==> src/rtl/hmbx_pkg.sv <==
package hmbx_pkg;
    localparam int NCH   = 4;
    localparam int NLAT  = 5;
    localparam int DW    = 8;
    localparam int AW    = 4;
    localparam int SYNCW = NCH + 3;

    localparam logic [AW-1:0] ADDR_IDR0  = 4'd0;
    localparam logic [AW-1:0] ADDR_ODR0  = 4'd4;
    localparam logic [AW-1:0] ADDR_IBFEN = 4'd8;
    localparam logic [AW-1:0] ADDR_LATCH = 4'd9;
    localparam logic [AW-1:0] ADDR_DIR   = 4'd10;
    localparam logic [AW-1:0] ADDR_FULL  = 4'd11;

    typedef enum logic [1:0] {
        HS_IDLE  = 2'd0,
        HS_READ  = 2'd1,
        HS_WRITE = 2'd2
    } hs_state_t;

    // Request bits owned by a channel: channel 0 owns two.
    function automatic logic [NLAT-1:0] chan_mask(input int ch);
        logic [NLAT-1:0] m;
        m = '0;
        if (ch == 0) m[1:0] = 2'b11;
        else         m[ch+1] = 1'b1;
        return m;
    endfunction
endpackage

==> src/rtl/hmbx_sync.sv <==
module hmbx_sync #(
    parameter int W = 4,
    parameter logic [W-1:0] RST_VAL = '1
) (
    input  logic         clk,
    input  logic         rst_n,
    input  logic [W-1:0] d,
    output logic [W-1:0] q
);
    logic [W-1:0] stage1;

    always_ff @(posedge clk or negedge rst_n) begin
        if (!rst_n) begin
            stage1 <= RST_VAL;
            q      <= RST_VAL;
        end else begin
            stage1 <= d;
            q      <= stage1;
        end
    end
endmodule

==> src/rtl/hmbx_host_fsm.sv <==
module hmbx_host_fsm
    import hmbx_pkg::*;
(
    input  logic           clk,
    input  logic           rst_n,
    input  logic           rd_s_n,
    input  logic           wr_s_n,
    input  logic           a0_s,
    input  logic [NCH-1:0] cs_s_n,
    output logic [NCH-1:0] rd_hit,
    output logic [NCH-1:0] wr_hit
);
    hs_state_t state_q, state_d;
    logic [NCH-1:0] sel;

    assign sel = ~cs_s_n & {NCH{~a0_s}};

    always_ff @(posedge clk or negedge rst_n) begin
        if (!rst_n) state_q <= HS_IDLE;
        else        state_q <= state_d;
    end

    always_comb begin
        state_d = state_q;
        rd_hit  = '0;
        wr_hit  = '0;
        unique case (state_q)
            HS_IDLE: begin
                if (!rd_s_n) begin
                    rd_hit  = sel;
                    state_d = HS_READ;
                end else if (!wr_s_n) begin
                    wr_hit  = sel;
                    state_d = HS_WRITE;
                end
            end
            HS_READ:  if (rd_s_n) state_d = HS_IDLE;
            HS_WRITE: if (wr_s_n) state_d = HS_IDLE;
            default:  state_d = HS_IDLE;
        endcase
    end
endmodule

==> src/rtl/hmbx_ibf_chan.sv <==
module hmbx_ibf_chan #(
    parameter int DW = 8
) (
    input  logic          clk,
    input  logic          rst_n,
    input  logic          load,
    input  logic [DW-1:0] din,
    input  logic          drain,
    input  logic          enable,
    output logic [DW-1:0] data,
    output logic          full,
    output logic          irq
);
    always_ff @(posedge clk or negedge rst_n) begin
        if (!rst_n) begin
            data <= '0;
            full <= 1'b0;
        end else if (load) begin
            data <= din;
            full <= 1'b1;
        end else if (drain) begin
            full <= 1'b0;
        end
    end

    assign irq = full & enable;
endmodule

==> src/rtl/hmbx_irq.sv <==
module hmbx_irq
    import hmbx_pkg::*;
(
    input  logic            clk,
    input  logic            rst_n,
    input  logic            lb_wr,
    input  logic            lb_rd,
    input  logic [AW-1:0]   lb_addr,
    input  logic [DW-1:0]   lb_wdata,
    output logic [DW-1:0]   lb_rdata,
    input  logic [NCH-1:0]  hb_cs_n,
    input  logic            hb_a0,
    input  logic            hb_rd_n,
    input  logic            hb_wr_n,
    input  logic [DW-1:0]   hb_din,
    output logic [DW-1:0]   hb_dout,
    output logic [NCH-1:0]  ibf_irq,
    output logic [NLAT-1:0] host_irq
);
    logic [SYNCW-1:0] raw_ctl, syn_ctl;
    logic [NCH-1:0]   rd_hit, wr_hit, drain, full;
    logic [NCH-1:0]   ibf_en_q;
    logic [NLAT-1:0]  latch_q, dir_q, clr_mask;
    logic [DW-1:0]    idr   [NCH];
    logic [DW-1:0]    odr_q [NCH];

    assign raw_ctl = {hb_rd_n, hb_wr_n, hb_a0, hb_cs_n};

    hmbx_sync #(.W(SYNCW), .RST_VAL('1)) u_sync (
        .clk(clk), .rst_n(rst_n), .d(raw_ctl), .q(syn_ctl)
    );

    hmbx_host_fsm u_fsm (
        .clk    (clk),
        .rst_n  (rst_n),
        .rd_s_n (syn_ctl[NCH+2]),
        .wr_s_n (syn_ctl[NCH+1]),
        .a0_s   (syn_ctl[NCH]),
        .cs_s_n (syn_ctl[NCH-1:0]),
        .rd_hit (rd_hit),
        .wr_hit (wr_hit)
    );

    for (genvar c = 0; c < NCH; c++) begin : g_chan
        assign drain[c] = lb_rd && (lb_addr == ADDR_IDR0 + AW'(c));

        hmbx_ibf_chan #(.DW(DW)) u_ibf (
            .clk(clk), .rst_n(rst_n), .load(wr_hit[c]), .din(hb_din),
            .drain(drain[c]), .enable(ibf_en_q[c]), .data(idr[c]),
            .full(full[c]), .irq(ibf_irq[c])
        );

        always_ff @(posedge clk or negedge rst_n) begin
            if (!rst_n)
                odr_q[c] <= '0;
            else if (lb_wr && lb_addr == ADDR_ODR0 + AW'(c))
                odr_q[c] <= lb_wdata;
        end
    end

    always_comb begin
        clr_mask = '0;
        for (int c = 0; c < NCH; c++)
            if (rd_hit[c]) clr_mask |= chan_mask(c);
    end

    // Firmware write takes precedence over a host-read clear.
    always_ff @(posedge clk or negedge rst_n) begin
        if (!rst_n) begin
            latch_q  <= '0;
            dir_q    <= '0;
            ibf_en_q <= '0;
        end else begin
            if (lb_wr && lb_addr == ADDR_LATCH) latch_q <= lb_wdata[NLAT-1:0];
            else                                latch_q <= latch_q & ~clr_mask;
            if (lb_wr && lb_addr == ADDR_DIR)   dir_q    <= lb_wdata[NLAT-1:0];
            if (lb_wr && lb_addr == ADDR_IBFEN) ibf_en_q <= lb_wdata[NCH-1:0];
        end
    end

    assign host_irq = latch_q & dir_q;

    always_comb begin
        hb_dout = '0;
        for (int c = NCH - 1; c >= 0; c--)
            if (!hb_cs_n[c]) hb_dout = odr_q[c];
    end

    always_comb begin
        lb_rdata = '0;
        case (lb_addr)
            ADDR_IBFEN: lb_rdata = DW'(ibf_en_q);
            ADDR_LATCH: lb_rdata = DW'(latch_q);
            ADDR_DIR:   lb_rdata = DW'(dir_q);
            ADDR_FULL:  lb_rdata = DW'(full);
            default: begin
                for (int c = 0; c < NCH; c++) begin
                    if (lb_addr == ADDR_IDR0 + AW'(c)) lb_rdata = idr[c];
                    if (lb_addr == ADDR_ODR0 + AW'(c)) lb_rdata = odr_q[c];
                end
            end
        endcase
    end
endmodule

==> config.mk <==
export PLATFORM = sky130hd
export DESIGN_NAME = hmbx_irq
export DESIGN_NICKNAME = d
export VERILOG_FILES = /design/src/rtl/hmbx_pkg.sv /design/src/rtl/hmbx_sync.sv /design/src/rtl/hmbx_host_fsm.sv /design/src/rtl/hmbx_ibf_chan.sv /design/src/rtl/hmbx_irq.sv
export SDC_FILE = /design/constraint.sdc
export NUM_CORES = 1
export LEC_CHECK = 0
export BUFFER_PORTS_ARGS = -buffer_cell sky130_fd_sc_hd__buf_2
export CAP_MARGIN = 5
export CORE_MARGIN = 5
export CORE_UTILIZATION = 35
export CTS_CLUSTER_DIAMETER = 200
export DETAILED_ROUTE_END_ITERATION = 12
export PLACE_DENSITY = 0.63
export SKIP_CTS_REPAIR_TIMING = 1
export SLEW_MARGIN = 20
export SYNTH_ARGS = -nofsm -noshare
export SYNTH_HDL_FRONTEND = slang
export SYNTH_SLANG_ARGS = --single-unit
==> constraint.sdc <==
create_clock -name clk -period 1.4 [get_ports clk]
set_clock_uncertainty 0.05 [all_clocks]
set_input_delay 0.21 -clock clk [delete_from_list [all_inputs] [get_ports clk]]
set_output_delay 0.21 -clock clk [all_outputs]
set_load 0.02 [all_outputs]
==> results.md <==
- Max cap viols: 0
- Final Setup Violations: 58
- Violations in the final reports: negative setup slack
- Worst Max-Slew Pin Slew: 0.5575 ns
- Syn nets: 424
- Post-synth EDFFs: 0
- Yosys warning count: 0
- DR iter-0 viols: around 240
- Critical-path cell list: mux2_4 -> a221o_1 -> a221oi_2 -> nor3_2 -> buf_2
- Slowest library cell on the worst path: dfrtp_1
- # diodes: 0
- WL per Instance: roughly 20 um
- Yosys reg bits: around 100
- Max Root-Sink Buffers: 2
- Pre-antenna DRT Iters: 4
- Top cells by count, synth: dfrtp_1, mux2_2, nor2_1
- Synth area leader: dfrtp_1
- DP Wirelength: 9799 um
- Layout area overhead: 41.83%
- Root buf cell: clkbuf_16
- Proportion of netlist area held by the largest area contributor: 43.57%
- Via/cell ratio: ~5.3
- Outcome: complete, but fails checks
- CTS HTree Levels: 3
- Number of global-route vias before repair: slightly below 4000
- HP Class: in2reg
- CP required: 1.14 ns
- Ports: 56
- Register area share after synthesis: 51.19%
- Peak per-stage delay on the critical path: 0.38 ns
- Overflow after GRT: 0
- RSZ-0062 raised after global routing: yes
- Final worst path period need: about 2.1 ns
- Syn Area/Cell: around 12 um2
- FP Rows: 43
- First-pass GRT wire length: approximately 21000 um
- Total CTS buffers: 9
- Global Route Usage Sum: about 17%
- Worst VDD drop: between 0.8 and 0.9 mV
- Dominant synthesized flop cell: dfrtp_1
- Startpoint types: register
- Nets: approximately 560
- Post-synth ARST share: 100.0%
- Worst hold slack: 0.05672 ns
- Initial Util: 35.17%
- Max FO, Critical Path: 2
- Setup CP Type: reg2out
- Fin util: between 40% and 50%
- Core Region: 13720 um2
- Most frequent cell after synthesis: dfrtp_1
- Largest net degree at the start of global routing: 58
- Post-route DRC violation count: 0
- Vias: 3773
- Arr. time, crit path: 1.83 ns
- Cell Pwr Density: 1281 nW/um2
- GPL Wtd Cong: 0.8874
- Post-route ant nets: 0
- Final hold viol count: 0
- Die area: about 16000 um2
- Layout cells sized above 1: 60.75%
- Final period utilization: 149.2%
- Place WS: -0.4193 ns
- Clk Latency, worst-skew pair: about 0.35 ns
- Clock sinks: 98
- Port Buffer Count: 55
- Max_slew headroom: 62.79%
- Setup tns final: -14.19 ns
- Post-route setup slack: -0.6894 ns
- Lkg Pwr: a little under 3 nW
- Final Max Tran Viols: 0
- Post-synth cell types: 46
- Chip height: 127.4 um
- Clock slew seen by the registers of the worst setup and hold paths: ~0.070 ns
- FMAX: 478.6 MHz
- Antenna violations before repair: 0
- Crit path capture type: output pin
- CTS tree: built
- Wirelength, routed: 14290 um
- Syn Inst Count: 393
- Total power: slightly below 0.009 W
- Dominant cells by area after synthesis: dfrtp_1, mux2_2, dfstp_2
- Die X: 127.4 um
- Mapped Area: 4825 um2
==> state kept, by name (all words and copies together), names as in the netlist <==
| signal | cells |
|---|---|
| g_chan.u_ibf.data | 32 |
| u_fsm.state_q | 2 |
| u_sync.q | 7 |
| g_chan.u_ibf.full | 4 |
| dir_q | 5 |
| u_sync.stage1 | 7 |
| odr_q | 32 |
| latch_q | 5 |
| ibf_en_q | 4 |
==> final timing paths <==
kind / slack [ns] / depth (start not counted) / end / from
min: 0.06 / 2 / u_sync.stage1[3] / hb_cs_n[3]
max reg2reg: -0.28 / 5 / g_chan[0].u_ibf.data[4] / u_sync.q[6]
min in group asynchronous: 0.34 / 2 / u_sync.q[6] / rst_n
max: -0.69 / 5 / lb_rdata[4] / g_chan[0].u_ibf.data[4]
max in group asynchronous: 0.62 / 3 / odr_q[3] / rst_n
min reg2reg: 0.31 / 0 / u_sync.q[0] / u_sync.stage1[0]
==> where the power goes <==
group | internal (W) | leakage, nW | switching (W)
sequential | 0.00344 | 1.16 | 0.000430
combinational | 0.00147 | 1.69 | 0.00104
clock | 0.00127 | 0.132 | 0.00112
==> placed cells by master (no fill, tap or decap), types with 5 or more instances in the layout <==
cell	n
a21oi_1	13
a21oi_2	8
nor2_1	22
and2_4	9
nor2b_1	6
dfstp_2	14
dfrtp_1	84
buf_12	6
nand2_8	5
nand3b_1	6
buf_6	35
o21ai_1	5
mux4_2	8
mux2_2	70
mux2i_1	10
mux2_4	11
buf_4	69
nand2b_1	5
nor2_2	9
nor3_1	6
clkbuf_16	9
nand2_1	13
buf_2	32
==> final cells by class <==
type / instances / area [um2]
clock inverters: 6 / 48.80
well taps: 180 / 225.2
inverters: 3 / 11.26
repair buffers: 146 / 1232
fillers: 1217 / 6877
clock buffers: 10 / 239.0
multi-input cells: 272 / 2616
flip-flops and latches: 98 / 2470
==> worst max-delay path: cells and delay by family (launching register included) <==
kind,cells,cell delay (ns)
compound gates,2,0.59
buf+inv,1,0.16
flops,1,0.38
mux,1,0.27
simple gates,1,0.09
==> metal layers <==
layer,share of wire [%],GRT usage (%),vias to the layer above
li1,-,-,1706
met5,0,0,-
met3,5.3,3.303,19
met4,2.2,4.416,0
met2,49,27.35,104
met1,44,23.54,1944
==> cells by family after synthesis <==
logic type / Yosys count / synth area share, %
flip-flops: 98 / 51.19
AND/OR/NAND/NOR: 106 / 12.27
AO/OA/AOI/OAI: 64 / 8.714
buffers and inverters: 26 / 3.034
multiplexers: 99 / 24.79
==> through the flow <==
stage	cell area (um2)	std cells
floorplan	4938	393
global placement	5948	687
detailed placement	5948	687
CTS	6236	703
global route	6843	715
finish	6843	715
Power figures use the tool's default switching activity.
